## config.mk

```make
export PLATFORM = sky130hd
export DESIGN_NAME = boot_image_selector
export DESIGN_NICKNAME = d
export VERILOG_FILES = /design/src/rtl/boot_sel_pkg.sv /design/src/rtl/boot_sel_datapath.sv /design/src/rtl/boot_sel_ctrl.sv /design/src/rtl/boot_image_selector.sv
export SDC_FILE = /design/constraint.sdc
export NUM_CORES = 1
export LEC_CHECK = 0
export BUFFER_PORTS_ARGS = -buffer_cell sky130_fd_sc_hd__buf_2
export CAP_MARGIN = 20
export CORE_MARGIN = 5
export CORE_UTILIZATION = 49
export DETAILED_ROUTE_END_ITERATION = 10
export GPL_ROUTABILITY_DRIVEN = 0
export PLACE_DENSITY_LB_ADDON = 0.12
export REMOVE_ABC_BUFFERS = 1
export SLEW_MARGIN = 30
export SYNTH_ARGS = -nofsm -noshare
export SYNTH_HDL_FRONTEND = slang
export SYNTH_SLANG_ARGS = --single-unit
```

## constraint.sdc

```tcl
create_clock -name clk -period 3.7 [get_ports clk]
set_input_delay 0.74 -clock clk [delete_from_list [all_inputs] [get_ports clk]]
set_output_delay 0.74 -clock clk [all_outputs]
set_load 0.1 [all_outputs]
```

## src/rtl/boot_sel_pkg.sv

```systemverilog
package boot_sel_pkg;

  typedef enum logic [2:0] {
    ST_IDLE,
    ST_RD_PTR,
    ST_RD_HDR,
    ST_LAUNCH,
    ST_WAIT,
    ST_FALLBACK,
    ST_DONE,
    ST_FAILED
  } selState_t;

  localparam logic [2:0] STAT_IDLE    = 3'd0;
  localparam logic [2:0] STAT_SEARCH  = 3'd1;
  localparam logic [2:0] STAT_WAITING = 3'd2;
  localparam logic [2:0] STAT_BOOT_A  = 3'd4;
  localparam logic [2:0] STAT_BOOT_B  = 3'd5;
  localparam logic [2:0] STAT_FAILED  = 3'd7;

  typedef struct packed {
    logic addrPtr;
    logic selFromPtr;
    logic flipSel;
    logic clrWdog;
    logic runWdog;
  } dpCtl_t;

endpackage

```

## src/rtl/boot_sel_datapath.sv

```systemverilog
module boot_sel_datapath
  import boot_sel_pkg::*;
#(
  parameter int ADDR_W      = 24,
  parameter int DATA_W      = 32,
  parameter logic [ADDR_W-1:0] PTR_ADDR = '0,
  parameter logic [ADDR_W-1:0] BASE_A   = 24'h010000,
  parameter logic [ADDR_W-1:0] BASE_B   = 24'h080000,
  parameter int SEL_BIT     = 0,
  parameter int VALID_BIT   = 31,
  parameter int WDOG_CYCLES = 1000000
) (
  input  logic              clk,
  input  logic              rstN,
  input  dpCtl_t            ctl,
  input  logic [DATA_W-1:0] memData,
  output logic              curSel,
  output logic              hdrGood,
  output logic              wdogExpired,
  output logic [ADDR_W-1:0] imageBase,
  output logic [ADDR_W-1:0] memAddr
);

  localparam int CNT_W = (WDOG_CYCLES > 2) ? $clog2(WDOG_CYCLES) : 1;
  localparam logic [CNT_W-1:0] CNT_LAST = CNT_W'(WDOG_CYCLES - 1);

  logic [CNT_W-1:0] wdogCnt;
  logic unusedData;

  assign unusedData = ^memData;

  // image select: 0 = A, 1 = B; pointer bit erased (1) means A
  always_ff @(posedge clk) begin
    if (!rstN) begin
      curSel <= 1'b0;
    end else if (ctl.selFromPtr) begin
      curSel <= ~memData[SEL_BIT];
    end else if (ctl.flipSel) begin
      curSel <= ~curSel;
    end
  end

  always_ff @(posedge clk) begin
    if (!rstN || ctl.clrWdog) begin
      wdogCnt <= '0;
    end else if (ctl.runWdog && wdogCnt != CNT_LAST) begin
      wdogCnt <= wdogCnt + 1'b1;
    end
  end

  assign hdrGood     = ~memData[VALID_BIT];
  assign wdogExpired = ctl.runWdog && (wdogCnt == CNT_LAST);
  assign imageBase   = curSel ? BASE_B : BASE_A;
  assign memAddr     = ctl.addrPtr ? PTR_ADDR : imageBase;

  AST_SEL_FLIPS: assert property (@(posedge clk) disable iff (!rstN)
    ctl.flipSel && !ctl.selFromPtr |=> curSel != $past(curSel)) else $error("flip");

  AST_WDOG_FROM_ZERO: assert property (@(posedge clk) disable iff (!rstN)
    ctl.clrWdog |=> wdogCnt == '0) else $error("wdog clear");

endmodule

```

## src/rtl/boot_sel_ctrl.sv

```systemverilog
module boot_sel_ctrl
  import boot_sel_pkg::*;
(
  input  logic       clk,
  input  logic       rstN,
  input  logic       start,
  input  logic       memReady,
  input  logic       bootDone,
  input  logic       curSel,
  input  logic       hdrGood,
  input  logic       wdogExpired,
  output dpCtl_t     ctl,
  output logic       memRd,
  output logic       launch,
  output logic [2:0] status
);

  selState_t state, nextState;
  logic secondTry;

  always_comb begin
    nextState = state;
    ctl       = '0;
    memRd     = 1'b0;
    launch    = 1'b0;
    case (state)
      ST_IDLE, ST_DONE, ST_FAILED: begin
        if (start) nextState = ST_RD_PTR;
      end
      ST_RD_PTR: begin
        memRd       = 1'b1;
        ctl.addrPtr = 1'b1;
        if (memReady) begin
          ctl.selFromPtr = 1'b1;
          nextState      = ST_RD_HDR;
        end
      end
      ST_RD_HDR: begin
        memRd = 1'b1;
        if (memReady) nextState = hdrGood ? ST_LAUNCH : ST_FALLBACK;
      end
      ST_LAUNCH: begin
        launch      = 1'b1;
        ctl.clrWdog = 1'b1;
        nextState   = ST_WAIT;
      end
      ST_WAIT: begin
        ctl.runWdog = 1'b1;
        if (bootDone) nextState = ST_DONE;
        else if (wdogExpired) nextState = ST_FALLBACK;
      end
      ST_FALLBACK: begin
        if (secondTry) begin
          nextState = ST_FAILED;
        end else begin
          ctl.flipSel = 1'b1;
          nextState   = ST_RD_HDR;
        end
      end
      default: nextState = ST_IDLE;
    endcase
  end

  always_ff @(posedge clk) begin
    if (!rstN) begin
      state     <= ST_IDLE;
      secondTry <= 1'b0;
    end else begin
      state <= nextState;
      if (state == ST_RD_PTR) secondTry <= 1'b0;
      else if (ctl.flipSel) secondTry <= 1'b1;
    end
  end

  always_comb begin
    case (state)
      ST_IDLE:             status = STAT_IDLE;
      ST_LAUNCH, ST_WAIT:  status = STAT_WAITING;
      ST_DONE:             status = curSel ? STAT_BOOT_B : STAT_BOOT_A;
      ST_FAILED:           status = STAT_FAILED;
      default:             status = STAT_SEARCH;
    endcase
  end

  AST_LAUNCH_ONE_CYCLE: assert property (@(posedge clk) disable iff (!rstN)
    launch |=> !launch) else $error("launch width");

  AST_TIMEOUT_FALLS_BACK: assert property (@(posedge clk) disable iff (!rstN)
    state == ST_WAIT && wdogExpired && !bootDone |=> state == ST_FALLBACK) else $error("timeout");

  AST_SECOND_FAIL_STOPS: assert property (@(posedge clk) disable iff (!rstN)
    state == ST_FALLBACK && secondTry |=> state == ST_FAILED) else $error("second fail");

  AST_FAILED_STICKY: assert property (@(posedge clk) disable iff (!rstN)
    state == ST_FAILED && !start |=> state == ST_FAILED) else $error("failed sticky");

  AST_DONE_STICKY: assert property (@(posedge clk) disable iff (!rstN)
    state == ST_DONE && !start |=> $stable(status)) else $error("done sticky");

endmodule

```

## src/rtl/boot_image_selector.sv

```systemverilog
module boot_image_selector
  import boot_sel_pkg::*;
#(
  parameter int ADDR_W      = 24,
  parameter int DATA_W      = 32,
  parameter logic [ADDR_W-1:0] PTR_ADDR = '0,
  parameter logic [ADDR_W-1:0] BASE_A   = 24'h010000,
  parameter logic [ADDR_W-1:0] BASE_B   = 24'h080000,
  parameter int SEL_BIT     = 0,
  parameter int VALID_BIT   = 31,
  parameter int WDOG_CYCLES = 1000000
) (
  input  logic              clk,
  input  logic              rstN,
  input  logic              start,
  output logic              memRd,
  output logic [ADDR_W-1:0] memAddr,
  input  logic [DATA_W-1:0] memData,
  input  logic              memReady,
  input  logic              bootDone,
  output logic [ADDR_W-1:0] imageBase,
  output logic              launch,
  output logic [2:0]        status
);

  dpCtl_t ctl;
  logic   curSel;
  logic   hdrGood;
  logic   wdogExpired;

  boot_sel_ctrl u_ctrl (
    .clk         (clk),
    .rstN        (rstN),
    .start       (start),
    .memReady    (memReady),
    .bootDone    (bootDone),
    .curSel      (curSel),
    .hdrGood     (hdrGood),
    .wdogExpired (wdogExpired),
    .ctl         (ctl),
    .memRd       (memRd),
    .launch      (launch),
    .status      (status)
  );

  boot_sel_datapath #(
    .ADDR_W      (ADDR_W),
    .DATA_W      (DATA_W),
    .PTR_ADDR    (PTR_ADDR),
    .BASE_A      (BASE_A),
    .BASE_B      (BASE_B),
    .SEL_BIT     (SEL_BIT),
    .VALID_BIT   (VALID_BIT),
    .WDOG_CYCLES (WDOG_CYCLES)
  ) u_dp (
    .clk         (clk),
    .rstN        (rstN),
    .ctl         (ctl),
    .memData     (memData),
    .curSel      (curSel),
    .hdrGood     (hdrGood),
    .wdogExpired (wdogExpired),
    .imageBase   (imageBase),
    .memAddr     (memAddr)
  );

  AST_READ_HELD: assert property (@(posedge clk) disable iff (!rstN)
    memRd && !memReady |=> memRd && $stable(memAddr)) else $error("read hold");

  AST_LAUNCH_BASE: assert property (@(posedge clk) disable iff (!rstN)
    launch |-> (imageBase == BASE_A || imageBase == BASE_B)) else $error("base");

endmodule

```

==> run summary <==
In this run the post-CTS setup repair buffer count came out at 0. The post-synthesis cell area is between 1500 and 2000 um^2. Pin placement for this block handled 90 I/O pins. The total clock sinks is 25. The reg-to-reg setup timing slack came out at approximately 1400 ps. The post-cts resize count is 0. The repair_antennas step left the layout with diodes totalling 0. The cell row count came out at 21. The total half-perimeter wirelength after legalization and detailed placement is approximately 2400 um. The DRC violation total after the first TritonRoute iteration came out at 67.

The worst slack at placement came out at around 1300 ps. The die is approximately 70 um wide. The standard cell with the maximum stage delay on the critical path is sky130_fd_sc_hd__dfxtp_1. The max-slew violation count is 0.

The overall die height is around 69 um. The biggest cell delay along the critical path came out at about 700 ps. The latest clock arrival within the worst-skew pair came out at between 300 and 400 ps. The path with the worst hold slack has its endpoint at u_dp.wdogCnt[12]. The buffer depth of the longest clock path came out at 2. The flip-flop and latch count after synthesis came out at 25. The worst flop-to-flop path endpoint is u_dp.wdogCnt[18].

The area growth from synthesis to layout is -2.70%. In this run the most critical hold path is launched from u_dp.wdogCnt[12]. The synthesized area per cell came out at ~8 um^2. Counting the buffers created by CTS gives 3. By startpoint and endpoint, the worst setup path is classified as flip-flop to output pin. The flow ran to the end, and the final reports show no timing, DRC or antenna violations. The number of antenna violations at the first check in global routing is 0. The largest net degree at the start of global routing is 21. In the routed design, unresolved DRC markers number 0.

The total wirelength of the detailed-routed design came out at 3150 um. Setup repair after global routing left no endpoint under its margin. The detailed-router iteration count before antenna repair came out at 5.

The proportion of power drawn by the clock network is 0.151. The share of total power dissipated in sequential elements is 0.358. STA classifies the critical path startpoint as a flip-flop.

Across the VDD grid, the largest voltage drop is roughly 0.00027 V. The die covers between 4000 and 5000 um^2. The internal portion of total power is about 360 uW. The fraction of the cycle the final worst path needs is 0.759.

Of the total power, the share spent switching nets is 0.564. The net load switching power came out at 460 uW. In this run the clock root is driven by a sky130_fd_sc_hd__clkbuf_4. Once layout is complete, the utilization of the core stands at 0.496.

The leftover overflow at the end of global routing came out at 0. Walking the worst path, the cells encountered are or3b_4 > o21ai_0 > buf_2. The post-layout minimum cycle time came out at ~2800 ps.

The share of the Yosys chip area taken by registers is 0.292. The aggregate global-route resource usage is 0.129. The number of vias in the routed layout came out at approximately 1300. The total of buffers placed on input and output ports is 15. The final hold violation count came out at 0.

Hold is met by between 500 and 600 ps. STA classifies the critical path endpoint as an output pin. Synthesis produced a netlist whose cell count is between 200 and 250. The post-route non-filler standard cell count came out at ~280. The part of the power in combinational logic came out at 0.491.

The biggest fanout along the worst timing path is 17. The async set-or-reset flop fraction in the synthesized netlist is 0. The wire length on met1 came out at around 1500 um. The number of global-route vias before repair came out at approximately 1200. The quantity of hold-fixing buffers added after cts is 0. The count of unique library cells instantiated by Yosys is 42. Across all setup checks in the final design, the least slack found is just under 900 ps. In the detailed route, the total length drawn on met2 is ~1400 um. The CTS tree is yes. The max-capacitance violation count came out at 0.

The worst clock skew came out at about 5.0 ps. The number of placed instances with taps included came out at between 200 and 300. The wire length per cell came out at approximately 11 um. The number of enable-type register cells in the synthesized netlist came out at 0. The number of cells traversed by the worst register-to-register path came out at 5. The worst path required time came out at ~3000 ps.

Static timing analysis puts the maximum clock frequency at about 0.36 GHz. Once detail routing completed, the nets flagged for antenna violations numbered 0. In the final layout, the share of cells above drive strength 1 is 0.109.

The total leakage power came out at around 0.69 nW. For this run, the number of Yosys warnings is 0. The classification of the worst-slack hold path is flip-flop to flip-flop. The first global-routing pass estimated 5260 um of wire.

The area inside the core boundary is roughly 3400 um^2. The mean number of vias per cell is slightly below 5. Setup violations remaining at the end of the flow were counted as 0. At the pin with the least slew margin, the transition time is just under 700 ps.

The worst register-to-register path begins at u_ctrl.state[2]. The critical path arrival came out at 2070 ps. The cell count of the worst hold path came out at 2. The net count of the finished layout is 271. Wire segments on met3 add up to approximately 210 um in the final route. The prevailing post-synth register cell is sky130_fd_sc_hd__dfxtp_1.

The highest metal layer with signal wires is met4. Dividing total power by cell area gives a power density of 488 nW/um^2. After clock tree synthesis, the clock-pin slew on the worst setup and hold paths is roughly 140 ps. The initial utilization of the core area, before any placement, comes to 0.510. The overall power of the completed layout is 815 uW.

The number of levels in the clock H-tree came out at 1. Measured against its own limit, the worst slew margin works out to 0.551.
[power by group through the flow]
| stage | logic [mW] | registers (mW) | clock network (mW) |
|---|---|---|---|
| 2_1_floorplan | 0.358 | 0.302 | 0 |
| 3_3_place_gp | 0.398 | 0.298 | 0 |
| 3_5_place_dp | 0.397 | 0.298 | 0 |
| 4_1_cts | 0.398 | 0.292 | 0.132 |
| 5_1_grt | 0.415 | 0.295 | 0.144 |
| 6_report | 0.400 | 0.292 | 0.123 |
[per-layer routing]
layer / GRT usage / vias up
li1: - / 695
met2: 0.218 / 50
met5: 0 / -
met4: 0.0542 / 0
met1: 0.160 / 592
met3: 0.0203 / 6
[metrics by stage]
| stage | area (um^2) | TNS, ps |
|---|---|---|
| final | 1670 | 0 |
| after global routing | 1670 | 0 |
| after CTS | 1670 | 0 |
| after detailed placement | 1640 | 0 |
| after global placement | 1640 | 0 |
| after floorplan | 1510 | -260 |
[worst max-delay path, delay by kind of cell, from the launching register on]
kind | cells | cell delay (ps)
DFF | 1 | 700
and+or+nand+nor | 1 | 490
buffers and inverters | 1 | 460
AOI/OAI and AO/OA | 1 | 100
[final cells by class]
class                   instances  area, um^2
flip-flops and latches         25         500
well taps                      46        57.6
repair buffers                 15        75.1
clock inverters                 1        5.00
multi-input cells             179         982
fillers                       371        1690
inverters                       7        26.3
clock buffers                   3        22.5
[cells in the mapped netlist (all sizes together) (2+ instances only)]
library cell	instances	area, um^2
or3	7	43.8
a31oi	2	12.5
mux2	2	22.5
nand2b	2	12.5
nand3	9	45.0
nor2	22	82.6
and3	2	12.5
xor2	9	78.8
mux2i	2	20.0
xnor2	2	17.5
dfxtp	25	500
nor3	4	20.0
inv	7	26.3
nor2b	2	12.5
nand2	13	48.8
and4	2	17.5
a21oi	12	60.1
o22ai	2	12.5
o21ai	17	85.1
nand4	5	31.3
nor4b	2	17.5
clkbuf	4	15.0
buf	47	353
ha	3	37.5
[cell usage in the layout (no fill, tap or decap), types with 2 or more instances in the layout]
| master | instances |
|---|---|
| sky130_fd_sc_hd__a21oi_1 | 12 |
| sky130_fd_sc_hd__a31oi_1 | 2 |
| sky130_fd_sc_hd__and3_1 | 2 |
| sky130_fd_sc_hd__and4_1 | 2 |
| sky130_fd_sc_hd__buf_2 | 15 |
| sky130_fd_sc_hd__clkbuf_4 | 3 |
| sky130_fd_sc_hd__conb_1 | 44 |
| sky130_fd_sc_hd__dfxtp_1 | 25 |
| sky130_fd_sc_hd__ha_1 | 3 |
| sky130_fd_sc_hd__inv_1 | 7 |
| sky130_fd_sc_hd__mux2_2 | 2 |
| sky130_fd_sc_hd__mux2i_1 | 2 |
| sky130_fd_sc_hd__nand2_1 | 13 |
| sky130_fd_sc_hd__nand2b_1 | 2 |
| sky130_fd_sc_hd__nand3_1 | 9 |
| sky130_fd_sc_hd__nand4_1 | 5 |
| sky130_fd_sc_hd__nor2_1 | 22 |
| sky130_fd_sc_hd__nor2b_1 | 2 |
| sky130_fd_sc_hd__nor3_1 | 4 |
| sky130_fd_sc_hd__nor4b_1 | 2 |
| sky130_fd_sc_hd__o21ai_0 | 12 |
| sky130_fd_sc_hd__o21ai_1 | 5 |
| sky130_fd_sc_hd__o22ai_1 | 2 |
| sky130_fd_sc_hd__or3_1 | 7 |
| sky130_fd_sc_hd__xnor2_1 | 2 |
| sky130_fd_sc_hd__xor2_1 | 9 |
[registers in the layout, indices dropped and copies added, names as in the netlist]
register,cells
u_ctrl.state,3
u_dp.wdogCnt,20
u_dp.curSel,1
u_ctrl.secondTry,1
[kinds of logic after synthesis]
family                     share of synthesized area
AOI/OAI and AO/OA                              0.140
xor gates and xnor gates                      0.0562
adders and majority gates                     0.0219
buffers and inverters                          0.230
DFF                                            0.292
muxes                                         0.0248
other                                        0.00219
and+or+nand+nor                                0.233
[how the worst max path moves through the flow]
stage	startpoint	endpoint	slack, ps
finish	u_ctrl.state[2]	status[1]	890
global route	u_ctrl.state[2]	status[1]	830
CTS	u_ctrl.state[2]	status[1]	910
detailed placement	u_ctrl.state[2]	status[1]	1290
global placement	u_ctrl.state[2]	status[1]	1260
floorplan	u_dp.curSel	memAddr[19]	-250
No activity file was read; power rests on OpenSTA's default activity.
